### src/rtl/uart_txenc_pkg.sv
package uart_txenc_pkg;

    typedef enum logic [2:0] {
        KIND_IDLE   = 3'd0,
        KIND_BREAK  = 3'd1,
        KIND_START  = 3'd2,
        KIND_DATA   = 3'd3,
        KIND_PARITY = 3'd4,
        KIND_STOP   = 3'd5
    } bit_kind_e;

    typedef struct packed {
        bit_kind_e kind;
        logic      value;
    } bit_slot_t;

    typedef struct packed {
        logic irda;
        logic smartcard;
        logic invert;
    } line_cfg_t;

    localparam bit_slot_t SLOT_IDLE = '{kind: KIND_IDLE, value: 1'b1};
    localparam line_cfg_t CFG_RESET = '{irda: 1'b0, smartcard: 1'b0, invert: 1'b0};

    function automatic logic logical_bit(bit_slot_t s);
        case (s.kind)
            KIND_BREAK, KIND_START:  return 1'b0;
            KIND_DATA, KIND_PARITY:  return s.value;
            default:                 return 1'b1;
        endcase
    endfunction

    function automatic logic kind_flips(bit_slot_t s, line_cfg_t c);
        return c.invert && (!c.smartcard || s.kind == KIND_DATA || s.kind == KIND_PARITY);
    endfunction

    function automatic logic line_level(bit_slot_t s, line_cfg_t c, logic in_window);
        logic b;
        b = logical_bit(s);
        if (c.irda)
            return (!b && in_window) ^ kind_flips(s, c);
        return b ^ kind_flips(s, c);
    endfunction

endpackage

### src/rtl/uart_txenc_phase.sv
module uart_txenc_phase #(
    parameter int OVS_RATE = 16,
    localparam int PHASE_W = $clog2(OVS_RATE)
) (
    input  logic               clk,
    input  logic               rst,
    input  logic               os_tick,
    output logic [PHASE_W-1:0] phase
);
    localparam logic [PHASE_W-1:0] LAST = PHASE_W'(OVS_RATE - 1);

    always_ff @(posedge clk) begin
        if (rst)
            phase <= '0;
        else if (os_tick)
            phase <= (phase == LAST) ? '0 : phase + 1'b1;
    end

    assert_phase_wrap_R7: assert property (@(posedge clk) disable iff (rst)
        (os_tick && phase == LAST) |=> (phase == '0));

endmodule

### src/rtl/uart_txenc_invctl.sv
module uart_txenc_invctl (
    input  logic clk,
    input  logic rst,
    input  logic tx_invert_cfg,
    input  logic smartcard_en,
    input  logic initchar_det_en,
    input  logic t0_protocol,
    input  logic initchar_seen,
    output logic invert_eff
);
    logic auto_q;
    logic auto_hit;

    assign auto_hit   = smartcard_en && initchar_det_en && t0_protocol && initchar_seen;
    assign invert_eff = tx_invert_cfg | auto_q;

    always_ff @(posedge clk) begin
        if (rst || !smartcard_en)
            auto_q <= 1'b0;
        else if (auto_hit)
            auto_q <= 1'b1;
    end

    assert_auto_set_R8: assert property (@(posedge clk) disable iff (rst)
        auto_hit |=> invert_eff);

    assert_auto_hold_R8: assert property (@(posedge clk) disable iff (rst)
        (auto_q && smartcard_en) |=> invert_eff);

endmodule

### src/rtl/uart_txenc_shaper.sv
module uart_txenc_shaper
    import uart_txenc_pkg::*;
#(
    parameter int OVS_RATE    = 16,
    parameter int PULSE_FIRST = 7,
    parameter int PULSE_TICKS = 3,
    localparam int PHASE_W    = $clog2(OVS_RATE),
    localparam int PULSE_LAST = PULSE_FIRST + PULSE_TICKS - 1
) (
    input  logic               clk,
    input  logic               rst,
    input  logic               os_tick,
    input  logic [PHASE_W-1:0] phase,
    input  bit_slot_t          slot_in,
    input  line_cfg_t          cfg_in,
    output logic               txd
);
    bit_slot_t slot_q;
    line_cfg_t cfg_q;
    bit_slot_t slot_now;
    line_cfg_t cfg_now;
    logic      boundary;
    logic      in_window;

    assign boundary  = (phase == '0);
    assign slot_now  = boundary ? slot_in : slot_q;
    assign cfg_now   = boundary ? cfg_in : cfg_q;
    assign in_window = (int'(phase) >= PULSE_FIRST) && (int'(phase) <= PULSE_LAST);

    always_ff @(posedge clk) begin
        if (rst) begin
            slot_q <= SLOT_IDLE;
            cfg_q  <= CFG_RESET;
            txd    <= 1'b1;
        end else if (os_tick) begin
            if (boundary) begin
                slot_q <= slot_in;
                cfg_q  <= cfg_in;
            end
            txd <= line_level(slot_now, cfg_now, in_window);
        end
    end

    assert_hold_between_ticks_R7: assert property (@(posedge clk) disable iff (rst)
        !os_tick |=> $stable(txd));

    assert_sc_start_plain_R4: assert property (@(posedge clk) disable iff (rst)
        (os_tick && boundary && !cfg_in.irda && cfg_in.smartcard && slot_in.kind == KIND_START)
        |=> !txd);

    assert_nrz_idle_R3: assert property (@(posedge clk) disable iff (rst)
        (os_tick && boundary && !cfg_in.irda && !cfg_in.smartcard && slot_in.kind == KIND_IDLE)
        |=> (txd == !cfg_in.invert));

    assert_irda_quiet_R5: assert property (@(posedge clk) disable iff (rst)
        (os_tick && !in_window && cfg_now.irda && !cfg_now.invert) |=> !txd);

endmodule

### src/rtl/uart_tx_line_encoder.sv
module uart_tx_line_encoder
    import uart_txenc_pkg::*;
#(
    parameter int OVS_RATE    = 16,
    parameter int PULSE_FIRST = 7,
    parameter int PULSE_TICKS = 3
) (
    input  logic       clk,
    input  logic       rst,
    input  logic       os_tick,
    input  logic [2:0] bit_kind,
    input  logic       bit_val,
    input  logic       irda_mode,
    input  logic       tx_invert_cfg,
    input  logic       smartcard_en,
    input  logic       initchar_det_en,
    input  logic       t0_protocol,
    input  logic       initchar_seen,
    input  logic       loop_en,
    input  logic       rx_invert,
    output logic       txd,
    output logic       rx_loop,
    output logic       tx_invert_eff
);
    localparam int PHASE_W = $clog2(OVS_RATE);

    logic [PHASE_W-1:0] phase;
    bit_slot_t          slot_in;
    line_cfg_t          cfg_in;

    assign slot_in = '{kind: bit_kind_e'(bit_kind), value: bit_val};
    assign cfg_in  = '{irda: irda_mode, smartcard: smartcard_en, invert: tx_invert_eff};

    uart_txenc_phase #(.OVS_RATE(OVS_RATE)) u_phase (
        .clk     (clk),
        .rst     (rst),
        .os_tick (os_tick),
        .phase   (phase)
    );

    uart_txenc_invctl u_invctl (
        .clk             (clk),
        .rst             (rst),
        .tx_invert_cfg   (tx_invert_cfg),
        .smartcard_en    (smartcard_en),
        .initchar_det_en (initchar_det_en),
        .t0_protocol     (t0_protocol),
        .initchar_seen   (initchar_seen),
        .invert_eff      (tx_invert_eff)
    );

    uart_txenc_shaper #(
        .OVS_RATE    (OVS_RATE),
        .PULSE_FIRST (PULSE_FIRST),
        .PULSE_TICKS (PULSE_TICKS)
    ) u_shaper (
        .clk     (clk),
        .rst     (rst),
        .os_tick (os_tick),
        .phase   (phase),
        .slot_in (slot_in),
        .cfg_in  (cfg_in),
        .txd     (txd)
    );

    assign rx_loop = loop_en ? (txd ^ rx_invert) : 1'b1;

    assert_loop_idle_R9: assert property (@(posedge clk) disable iff (rst)
        (!loop_en && $stable(loop_en)) |-> rx_loop);

endmodule

### config.mk
export PLATFORM = sky130hd
export DESIGN_NAME = uart_tx_line_encoder
export DESIGN_NICKNAME = d
export VERILOG_FILES = /design/src/rtl/uart_txenc_pkg.sv /design/src/rtl/uart_txenc_phase.sv /design/src/rtl/uart_txenc_invctl.sv /design/src/rtl/uart_txenc_shaper.sv /design/src/rtl/uart_tx_line_encoder.sv
export SDC_FILE = /design/constraint.sdc
export NUM_CORES = 1
export LEC_CHECK = 0
export BUFFER_PORTS_ARGS = -buffer_cell sky130_fd_sc_hd__buf_2
export CAP_MARGIN = 20
export CORE_MARGIN = 4
export CORE_UTILIZATION = 54
export CTS_CLUSTER_DIAMETER = 50
export DETAILED_ROUTE_END_ITERATION = 8
export PLACE_DENSITY_LB_ADDON = 0.12
export SKIP_CTS_REPAIR_TIMING = 1
export SLEW_MARGIN = 20
export SYNTH_ARGS = -nofsm -noshare
export SYNTH_HDL_FRONTEND = slang
export SYNTH_SLANG_ARGS = --single-unit
### constraint.sdc
create_clock -name clk -period 4.5 [get_ports clk]
set_clock_uncertainty 0.2 [all_clocks]
set_input_delay 0.45 -clock clk [delete_from_list [all_inputs] [get_ports clk]]
set_output_delay 0.45 -clock clk [all_outputs]
set_load 0.01 [all_outputs]
==> results of run 1 <==
[worst register-to-register path, cell delays in order, from the launching register on]
cell and delay [ns]:
sky130_fd_sc_hd__dfxtp_1 0.37, sky130_fd_sc_hd__inv_1 0.09, sky130_fd_sc_hd__ha_1 0.18, sky130_fd_sc_hd__or3b_4 0.41
sky130_fd_sc_hd__a311oi_1 0.21, sky130_fd_sc_hd__a31oi_1 0.09, sky130_fd_sc_hd__a2111o_1 0.40, sky130_fd_sc_hd__o311a_1 0.13
[per-layer routing]
layer | wire length (um) | share of wire | global-route usage | vias up
met5 | 0 | 0 | 0 | -
met4 | 51 | 0.030 | 0.0526 | 0
met3 | 117 | 0.068 | 0.0356 | 8
met2 | 771 | 0.45 | 0.318 | 26
met1 | 778 | 0.45 | 0.245 | 327
li1 | - | - | - | 373
[worst paths after layout]
| kind | endpoint | slack [ns] | cells past startpoint |
|---|---|---|---|
| max | u_shaper.txd | 2.32 | 7 |
| max reg2reg | u_shaper.txd | 2.32 | 7 |
| min | u_shaper.cfg_q[2] | 0.22 | 3 |
| min reg2reg | u_shaper.cfg_q[2] | 0.26 | 2 |
[synth_stat cells (all sizes together)]
cell and n:
or4 1, nand3b 2, o21ai 1, a21oi 8, ha 3, o32ai 1, a2111o 1, xor2 1
nand2 18, nor3 1, mux2i 1, nor3b 3, a311oi 2, nand4 1, o311a 1, o22a 1
a211oi 2, o21bai 2, a31oi 4, clkbuf 1, dfxtp 13, buf 1, xnor2 2, o211ai 3
or3b 3, or2b 1, nor2 9, inv 6
[through the flow]
step | worst slack, ns | cells | power, W | util
2_1_floorplan | 2.47 | 93 | 0.000169 | -
3_3_place_gp | 2.38 | 123 | 0.000187 | 0.643
3_5_place_dp | 2.34 | 123 | 0.000189 | 0.643
4_1_cts | 2.33 | 127 | 0.000261 | 0.663
5_1_grt | 2.23 | 127 | 0.000278 | 0.663
6_report | 2.32 | 127 | 0.000260 | 0.663
[logic make-up (layout without fill, tap and decap cells)]
logic type	after synthesis	count (layout)	synth area share
AO/OA/AOI/OAI	26	26	0.243
adder cells (fa/ha/maj)	3	3	0.0495
XOR/XNOR	3	3	0.0347
flip-flops	13	13	0.343
AND/OR/NAND/NOR	39	39	0.267
buffers and inverters	8	27	0.0495
multiplexers	1	1	0.0132
[layout make-up]
class | instances | area, um^2 | share of cell area
Multi-Input combinational cell | 72 | 460 | 0.527
Sequential cell | 13 | 260 | 0.298
Timing Repair Buffer | 17 | 85.1 | 0.0974
Clock buffer | 4 | 26.3 | 0.0301
Inverter | 6 | 22.5 | 0.0258
Tap cell | 15 | 18.8 | 0.0215
[state kept, by name (all words and copies together) (netlist names)]
register,cells
u_shaper.txd,1
u_shaper.cfg_q,3
u_shaper.slot_q,4
u_invctl.auto_q,1
u_phase.phase,4
[power groups by stage]
stage	clock network (W)	logic (W)	registers [W]
after floorplan	0	0.0000370	0.000132
after global placement	0	0.0000535	0.000133
after detailed placement	0	0.0000551	0.000134
after CTS	0.0000740	0.0000557	0.000131
after global routing	0.0000827	0.0000623	0.000133
final	0.0000725	0.0000558	0.000131
==> run summary, run 1 <==
Summed over all cells, the static leakage comes to 0.350 nW. The worst setup path is launched from a register. In this run, the number of DRC markers left after iteration 0 of detailed routing was 19. The min-delay analysis places its worst path in the category primary input to register. The run gives 873 um^2 as the final instance area.

The logs give 0.27 ns for the source-to-sink clock delay at the later pin of the worst-skew pair and 0.0000765 W for the net switching power of the design. The logs give 2070 um^2 for the area enclosed by the die boundary and 0.220 ns for the tightest hold margin. Clock-pin slew was measured on the worst setup and hold paths at 0.08 ns. TritonCTS built the clock tree.

The portion of total power attributed to combinational logic is 0.215. The placed instances occupy a cell area of 847 um^2. Setup repair after global routing left no endpoint under its margin. The number of antenna-violating nets in the routed design came out at 0.

The worst hold path begins at irda_mode. The number of rows created at floorplan was 13; the starting density of the core was 0.575. The run gives 18 as the boundary pin count.

The worst path buffer plus inverter count was 1; the worst path arrival time was 2.14 ns. The tools report the worst slew margin relative to its limit as 0.663. After detailed routing, the average wire length per cell comes to 13.5 um.

The run finished with clean final reports. The largest individual stage delay along the critical path comes from the cell sky130_fd_sc_hd__or3b_4. The tools report the via count of the first global-routing pass as 652. The final cycle utilization of the critical path was 0.484. The critical path starts at u_phase.phase[0]. Most common cell after layout, fill and taps aside: sky130_fd_sc_hd__nand2_1. The final hold violation count came out at 0. The detailed-routing iteration count for the pre-antenna-repair pass was 4; the maximum cell stage delay along the critical path was 0.41 ns. The number of synthesis warnings came out at 0. Kind of cell with the highest combined delay on the critical path: compound AO/OA/AOI/OAI gates.

After synthesis, the cell types taking the most area are sky130_fd_sc_hd__dfxtp_1 34%, sky130_fd_sc_hd__nand2_1 8.9%, sky130_fd_sc_hd__a21oi_1 5.3%. The largest net degree at the start of global routing is 16. For the worst setup path, the data required time is 4.46 ns. The total core area was 1320 um^2. The area share of the leading cell type in the synthesized netlist works out to 0.343. In this run the critical register-to-register path is launched from u_phase.phase[0]. Die boundary height: 45.5 um.

The logs give 734 for the overall via count from detail_route and 0.000183 W for the internal power summed over all cells. The mapped netlist covers 758 um^2. For the finished layout, the period the worst path requires is 2.18 ns. Synthesis instantiated 32 different standard cells from the library. The weighted congestion reported at the end of routability-driven placement came out at 0.828. The path type of the worst setup path was register to register. The final-report setup violation count was 0; the fraction of power spent switching nets was 0.295. The tools report the number of buffers created by CTS as 3. For the pin with the worst max-slew slack, the measured transition is 0.503 ns. The global routing usage summed across all routing layers is 0.190, and the number of nets at the end of the flow is 131.

The clock sink count is 13, and the maximum clock frequency is 0.459 GHz. For the sum of overflow across all layers after global routing, the log shows 0. The sequential area share after synthesis came out at 0.343. The cell type with the largest total area after synthesis was sky130_fd_sc_hd__dfxtp_1. The tools report the power share of the clock group as 0.279. In this run the tool buffered the top-level ports with 17 buffer cells. Number of filler cells placed in the layout: 131. The number of vias per cell is 5.78. The tools report the relative contribution of sequential cells to total power as 0.506. The initial antenna violation count was 0; the die span in x was 45.5 um. Detailed placement finished with a half-perimeter wire length of 1270 um. The tree is rooted in a sky130_fd_sc_hd__clkbuf_4.

Across the run, the number of max-cap violations was 0. When the netlist entered floorplanning its net count stood at 111. The wire length of the first global-routing pass came out at 2850 um.

The tools report the number of max-slew violations in the final report as 0. The signal on the critical path passes through inv_1, ha_1, or3b_4, a311oi_1, a31oi_1, a2111o_1, o311a_1. The top cell types in the final layout, fill and taps aside, are 18 x sky130_fd_sc_hd__nand2_1, 17 x sky130_fd_sc_hd__buf_2, 13 x sky130_fd_sc_hd__dfxtp_1, 9 x sky130_fd_sc_hd__nor2_1, 8 x sky130_fd_sc_hd__a21oi_1.

The layout overhead on the synthesized area was 15.2%; the aggregate routed wire length was 1720 um. The fraction of final layout cells sized beyond drive strength 1 was 0.232. 0 antenna diodes ended up in the layout. No sink is reached through more buffers than the 2 on the longest clock path.

Synthesis produced a netlist whose cell count is 93. Dividing total power by cell area gives a power density of 297 nW/um^2. The largest fanout on the critical path works out to 6. Average cell area after synthesis: 8.15 um^2.

The maximum VDD drop is 202 uV, and the sum of negative setup slack is 0 ns. The worst setup path is captured at a register. The register bit total from synthesis was 13; the remaining design rule violation count was 0.

The run gives 1 as the total number of H-tree levels.
Note: power is estimated with default switching activity, not from simulation.
==> inputs of run 2 (changes only) <==
- CORE_UTILIZATION: 54 -> 46
- clock period: 4.5 -> 1.93 ns (I/O delays scaled with it)
==> run 2 against run 1 <==
Compared with the run above: the flow now finishes with violations (hold timing); sequential share of layout area down 4.3 points; sequential power grew 130%; fmax grew 13%; final cell count up 13%; first-iteration DRC count fell by 26%; non-clock buffer count is 16 higher; clock power up 130%; largest power group unchanged.
==> run summary, run 2 (synthesis gave the netlist of run 1 again) <==
The endpoint identified for the worst register-to-register timing path is u_shaper.txd. The power share of the clock group is 0.254. The remaining design rule violation count came out at 0.

The final cell count without fillers was 144. Entering global routing, the biggest net connects 16 pins. Walking the worst path, the cells encountered are inv_2, ha_4, or3b_4, buf_6, o211ai_1, o22a_1, a2111o_1, o311a_1. The first TritonRoute pass finished after 4 iterations.

The region available for standard cell placement spans 1520 um^2. During I/O placement, the number of pins put on the boundary was 18. CTS saw 13 sinks.

The class of the most critical hold timing path was primary input to register. Leaving out fill and tap cells, the most frequent cells in the layout are 18 x sky130_fd_sc_hd__nand2_1, 17 x sky130_fd_sc_hd__buf_2, 12 x sky130_fd_sc_hd__buf_4, 11 x sky130_fd_sc_hd__dfxtp_1, 9 x sky130_fd_sc_hd__nor2_1. Most common cell after layout, fill and taps aside: sky130_fd_sc_hd__nand2_1. The worst path in the final design needs a cycle of 1.93 ns, including I/O delays and setup.

The logs give 0.000237 ns for the worst setup slack after layout and 0 for the max-cap check violation count. The analysis attributes to net switching a power of 0.000183 W. Setup violations remaining at the end of the flow were counted as 0.

Data arrives at the worst endpoint at 1.89 ns. In the routed layout, each cell is associated on average with a via count of 5.47. The fraction of final layout cells sized beyond drive strength 1 came out at 0.359. The tools report the hold-critical path endpoint as u_shaper.cfg_q[2]. The power density of the placed cells is 623 nW/um^2.

Compared with the post-synthesis result, the final layout area differs by 36.1%. The number of nets at the end of the flow was 147. The starting density of the core is 0.498. At the worst endpoint, the required time is 1.89 ns. Largest fanout on the critical path: 3. In this run the horizontal extent of the chip is 48.6 um.

For the overall via count from detail_route, the log shows 788. The critical path is of the register to register type. STA classifies the critical path startpoint as a register. The number of placed instances, taps included, is 137. The largest registers in the layout are u_phase.phase (4), u_shaper.slot_q (4), u_shaper.cfg_q (3). Setup repair after global routing could not meet its margin everywhere. The worst path buffer plus inverter count came out at 2. The congestion estimate from routability-driven global placement came to 0.806.

The final cycle utilization of the critical path was 1.00. OpenSTA, run right after detailed placement, puts the worst setup slack at -0.107 ns. The run gives 813 as the via count of the first global-routing pass. The cell sitting at the root of the clock tree is a sky130_fd_sc_hd__clkbuf_4. The run finished, with violations left. For the pin with the worst max-slew slack, the measured transition is 0.331 ns. Register clock-pin slew on the reported worst setup and hold paths: 0.08 ns. Relative contribution of sequential cells to total power: 0.466.

Summed over all layers, the routed wires come to 1880 um. TritonCTS built the clock tree. The final hold violation count is 1, and the source-to-sink clock delay at the later pin of the worst-skew pair is 0.27 ns. In this run the core area contains 14 standard-cell rows. For the total number of H-tree levels, the log shows 1.

The global routing usage summed across all routing layers is 0.172, and the maximum clock insertion buffer count is 2. The run gives 0.779 as the worst slew margin relative to its limit. In this run the critical register-to-register path is launched from u_phase.phase[0]. The worst hold path begins at irda_mode. The fraction of power spent switching nets was 0.284; the count of input and output buffers was 17.

TritonCTS created 3 clock buffers. The post-detailed-route wirelength per cell is 13.1 um. In this run the static leakage power is 0.433 nW.

Setup total negative slack on the finished layout was measured at 0 ns. For this run the aggregate overflow at the end of global routing stands at 0. The slowest stage of the critical path belongs to the cell sky130_fd_sc_hd__a2111o_1. The tightest hold margin came out at -0.0237 ns. Detailed placement finished with a half-perimeter wire length of 1400 um. The run gives 3420 um as the wire length of the first global-routing pass. Among cell families on the critical path, the largest total delay comes from compound AO/OA/AOI/OAI gates. The worst-case IR drop observed on VDD is 472 uV. The logic depth of the worst register-to-register path came out at 8. The worst setup path is captured at a register.

The checks that failed: hold timing. Along the worst hold path, the cell count comes to 3. Number of max-slew violations in the final report: 0. The die covers 2360 um^2. On the worst path, the slowest cell contributes a delay of 0.36 ns. The worst setup slack for register-to-register paths came out at 0.0002 ns. From bottom edge to top edge, the die measures 48.6 um. After the first detailed-routing iteration, the DRC count stood at 14. The initial antenna violation count came out at 0. The internal power summed over all cells came out at 0.000460 W. Static timing analysis puts the maximum clock frequency at 0.518 GHz. The count of antenna diodes in the layout is 0. The detail route stage leaves a number of antenna-violating nets equal to 0. The total power consumption of the routed design was 0.000643 W; the portion of total power attributed to combinational logic was 0.279.
## run 2: cell types whose count changed in the layout (fill, tap and decap cells not counted), sizes merged
| cell | change |
|---|---|
| buf | +13 |
| dlygate4sd3 | +3 |
## run 2: final cells by class
type / instances / area (um^2)
inverters: 6 / 22.5
well taps: 16 / 20.0
clock buffers: 4 / 26.3
multi-input cells: 72 / 484
repair buffers: 33 / 216
fillers: 137 / 492
flip-flops and latches: 13 / 263
## run 2: worst max-delay path by stage
stage,slack (ns),endpoint,startpoint,depth (start not counted)
2_1_floorplan,-0.05,u_shaper.txd,u_phase.phase[1],7
3_3_place_gp,-0.04,u_shaper.txd,u_phase.phase[1],7
3_5_place_dp,-0.11,u_shaper.txd,u_phase.phase[1],7
4_1_cts,-0.12,u_shaper.txd,u_phase.phase[1],7
5_1_grt,-0.08,u_shaper.txd,u_phase.phase[0],8
6_report,0.0002,u_shaper.txd,u_phase.phase[0],8
## run 2: per-layer routing
metal / vias up / share of wire / global-route usage
met5: - / 0 / 0
met4: 0 / 0.0064 / 0.0717
met3: 2 / 0.045 / 0.0307
met2: 17 / 0.50 / 0.278
met1: 363 / 0.45 / 0.222
li1: 406 / - / -
## run 2: metrics by stage
| stage | hold WS [ns] | cell area [um^2] | utilization |
|---|---|---|---|
| global placement | 0.241 | 961 | 0.631 |
| CTS | -0.0354 | 987 | 0.648 |
| global route | 0.0138 | 1030 | 0.677 |
| floorplan | 0.0691 | 773 | - |
| detailed placement | 0.247 | 961 | 0.631 |
| finish | -0.0237 | 1030 | 0.677 |
## run 2: worst reg2reg max path: cells and delay by family (launching register included)
family          cells  cell delay [ns]
fa+ha+maj           1             0.15
compound gates      4             0.74
buf+inv             2             0.15
simple gates        1             0.24
flops               1             0.34
## run 2: power by group through the flow
| stage | logic (W) | registers, W | clock network, W |
|---|---|---|---|
| floorplan | 0.0000895 | 0.000309 | 0 |
| global placement | 0.000163 | 0.000306 | 0 |
| detailed placement | 0.000167 | 0.000307 | 0 |
| CTS | 0.000168 | 0.000300 | 0.000171 |
| global route | 0.000202 | 0.000303 | 0.000195 |
| finish | 0.000179 | 0.000300 | 0.000164 |
==> inputs of run 3 (changes only) <==
- CORE_UTILIZATION: 46 -> 30
==> run 3 against run 2 <==
Compared with the run above: largest cell class unchanged; register-to-register slack lost 0.03 ns; sequential share of layout area shrank 1.1 points; non-clock buffer count grew 3; worst hold slack gained 0.044 ns; total power grew 3.1%; sequential power is essentially flat; clock power grew 5%; the run ends with setup timing left; global-route usage shrank 5.0 points; final cell count grew 10%.
==> run summary, run 3 (synthesis gave the netlist of run 1 again) <==
In this run the vertical extent of the chip is 58.3 um. Before CTS, the worst setup slack after placement is -0.0865 ns. The routed layout has 777 vias. The tools report the final hold violation count as 0. Class of the most critical hold timing path: primary input to register.

The worst register-to-register path begins at u_phase.phase[1]. The final instance area was 1090 um^2; the logic depth of the worst register-to-register path was 8. The tool flagged a number of max-cap violations equal to 0.

The number of instances on the worst hold path was 3. For the worst setup path, the data required time is 1.91 ns. The run finished, with violations left. For hold timing, the worst endpoint is u_invctl.auto_q.

The start point of the worst min-delay path was initchar_det_en. The final-report setup violation count was 1. The number of buffers created by CTS is 3. Once detail routing completed, the nets flagged for antenna violations numbered 0. The repair_antennas step left the layout with diodes totalling 0. In the final routed layout, each cell accounts on average for 12.6 um.

The tools report the number of max-slew violations in the final report as 0. For this design the top-level I/O count stands at 18. The tools report the sort of element at the end of the critical path as a register. The tools report the worst slew margin relative to its limit as 0.814. No sink is reached through more buffers than the 2 on the longest clock path.

The logs give 976 um^2 for the placement-stage cell area and 150 for the number of nets at the end of the flow. Placed cell count: 149. For the final cell count without fillers, the log shows 159. Final cycle utilization of the critical path: 1.02.

The wire length of the first global-routing pass is 3080 um, and the final HPWL from detailed placement is 1440 um. During placement, the flow inserted port buffers numbering 17. Total power consumption of the routed design: 0.000663 W.

The weighted congestion reported at the end of routability-driven placement was 0.755. TritonCTS built the clock tree. STA classifies the critical path startpoint as a register. The die covers 3400 um^2. Setup repair after global routing could not meet its margin everywhere. The root buffer cell chosen for the clock tree is sky130_fd_sc_hd__clkbuf_4. For this run, the top clock speed supported by timing is 0.509 GHz.

The run gives 1 as the total number of H-tree levels. The library cells used most frequently in the layout, excluding fill and tap cells, are 18 x sky130_fd_sc_hd__nand2_1, 17 x sky130_fd_sc_hd__buf_2, 13 x sky130_fd_sc_hd__buf_4, 9 x sky130_fd_sc_hd__nor2_1, 9 x sky130_fd_sc_hd__dfxtp_1. The detailed-routing iteration count for the pre-antenna-repair pass was 4; the initial antenna violation count was 0. The largest net degree at the start of global routing was 16; the die span in x was 58.3 um. The first routing iteration left 13 violations.

The tools report the number of rows created at floorplan as 17. The terminus of the critical flop-to-flop path was u_shaper.txd. Number of vias per cell: 4.89. Total core area: 2300 um^2. The worst setup path is of the register to register kind. Compared with the post-synthesis result, the final layout area differs by 43.4%. The worst path arrival time is 1.94 ns. The tools report the via count of the first global-routing pass as 685. The clock sink count is 13, and the fraction of final layout cells sized beyond drive strength 1 is 0.374. The most common cell after layout, fill and taps aside is sky130_fd_sc_hd__nand2_1. For the worst-skew pair, the clock arrives at the later sink with an insertion delay of 0.28 ns. The final period demand of the worst path came out at 1.96 ns.

The final reports fail on setup timing. The maximum VDD drop was 360 uV; the remaining design rule violation count was 0. The starting density of the core is 0.330, and the aggregate routed wire length is 2010 um. The global routing usage summed across all routing layers is 0.122, and the sum of overflow across all layers after global routing is 0. The analysis attributes to cell leakage a power of 0.447 nW. In this run the register-to-register setup slack is -0.03 ns.

The slew of the pin with the lowest slew margin was 0.279 ns; the register clock-pin slew on the reported worst setup and hold paths was 0.08 ns. The run gives -0.0344 ns as the worst setup slack after layout. Of all nets on the critical path, the largest fanout is 3.

The final core area utilization was 0.473. In the final layout, the registers with the most flip-flops are u_phase.phase (4), u_shaper.slot_q (4), u_shaper.cfg_q (3). For this design the ratio of total power to cell area is 609 nW/um^2.
run 3: cell count changes in the layout (fill, tap and decap cells not counted), sizes merged:
cell	previous run	this run
dlygate4sd3	3	5
buf	30	31
run 3: area by class of cell:
| type | count | area (um^2) |
|---|---|---|
| fillers | 231 | 1210 |
| well taps | 28 | 35.0 |
| repair buffers | 36 | 244 |
| clock buffers | 4 | 26.3 |
| inverters | 6 | 22.5 |
| flip-flops and latches | 13 | 265 |
| multi-input cells | 72 | 494 |
run 3: critical path, stage by stage, from the launching register on:
cell and delay (ns):
sky130_fd_sc_hd__dfxtp_2 0.34, sky130_fd_sc_hd__inv_2 0.05, sky130_fd_sc_hd__ha_4 0.15, sky130_fd_sc_hd__or3b_4 0.24, sky130_fd_sc_hd__buf_6 0.10, sky130_fd_sc_hd__o211ai_1 0.09
sky130_fd_sc_hd__o22a_1 0.21, sky130_fd_sc_hd__a2111o_1 0.36, sky130_fd_sc_hd__o311a_1 0.12
run 3: per-stage QoR:
| step | setup TNS, ns | hold WS, ns |
|---|---|---|
| floorplan | -0.0492 | 0.0691 |
| global placement | -0.0464 | 0.247 |
| detailed placement | -0.0865 | 0.249 |
| CTS | -0.0949 | -0.0491 |
| global route | -0.184 | 0.0186 |
| finish | -0.0344 | 0.0199 |
run 3: worst max path at each step:
stage | from | to | slack (ns) | depth (start not counted)
4_1_cts | u_phase.phase[1] | u_shaper.txd | -0.09 | 7
2_1_floorplan | u_phase.phase[1] | u_shaper.txd | -0.05 | 7
6_report | u_phase.phase[1] | u_shaper.txd | -0.03 | 8
5_1_grt | u_shaper.slot_q[3] | u_shaper.txd | -0.11 | 5
3_5_place_dp | u_phase.phase[1] | u_shaper.txd | -0.09 | 7
3_3_place_gp | u_phase.phase[1] | u_shaper.txd | -0.05 | 7
run 3: power by group:
group | switching [W] | internal, W
clock | 0.0000930 | 0.0000803
sequential | 0.0000150 | 0.000287
combinational | 0.0000885 | 0.0000987
total | 0.000196 | 0.000466
run 3: per-layer routing:
layer,routed length (um),track usage,vias up,part of all wire
met5,0,0,-,0
met4,21,0.0397,0,0.010
met3,105,0.0490,4,0.052
met2,958,0.185,17,0.48
met1,923,0.156,345,0.46
li1,-,-,411,-
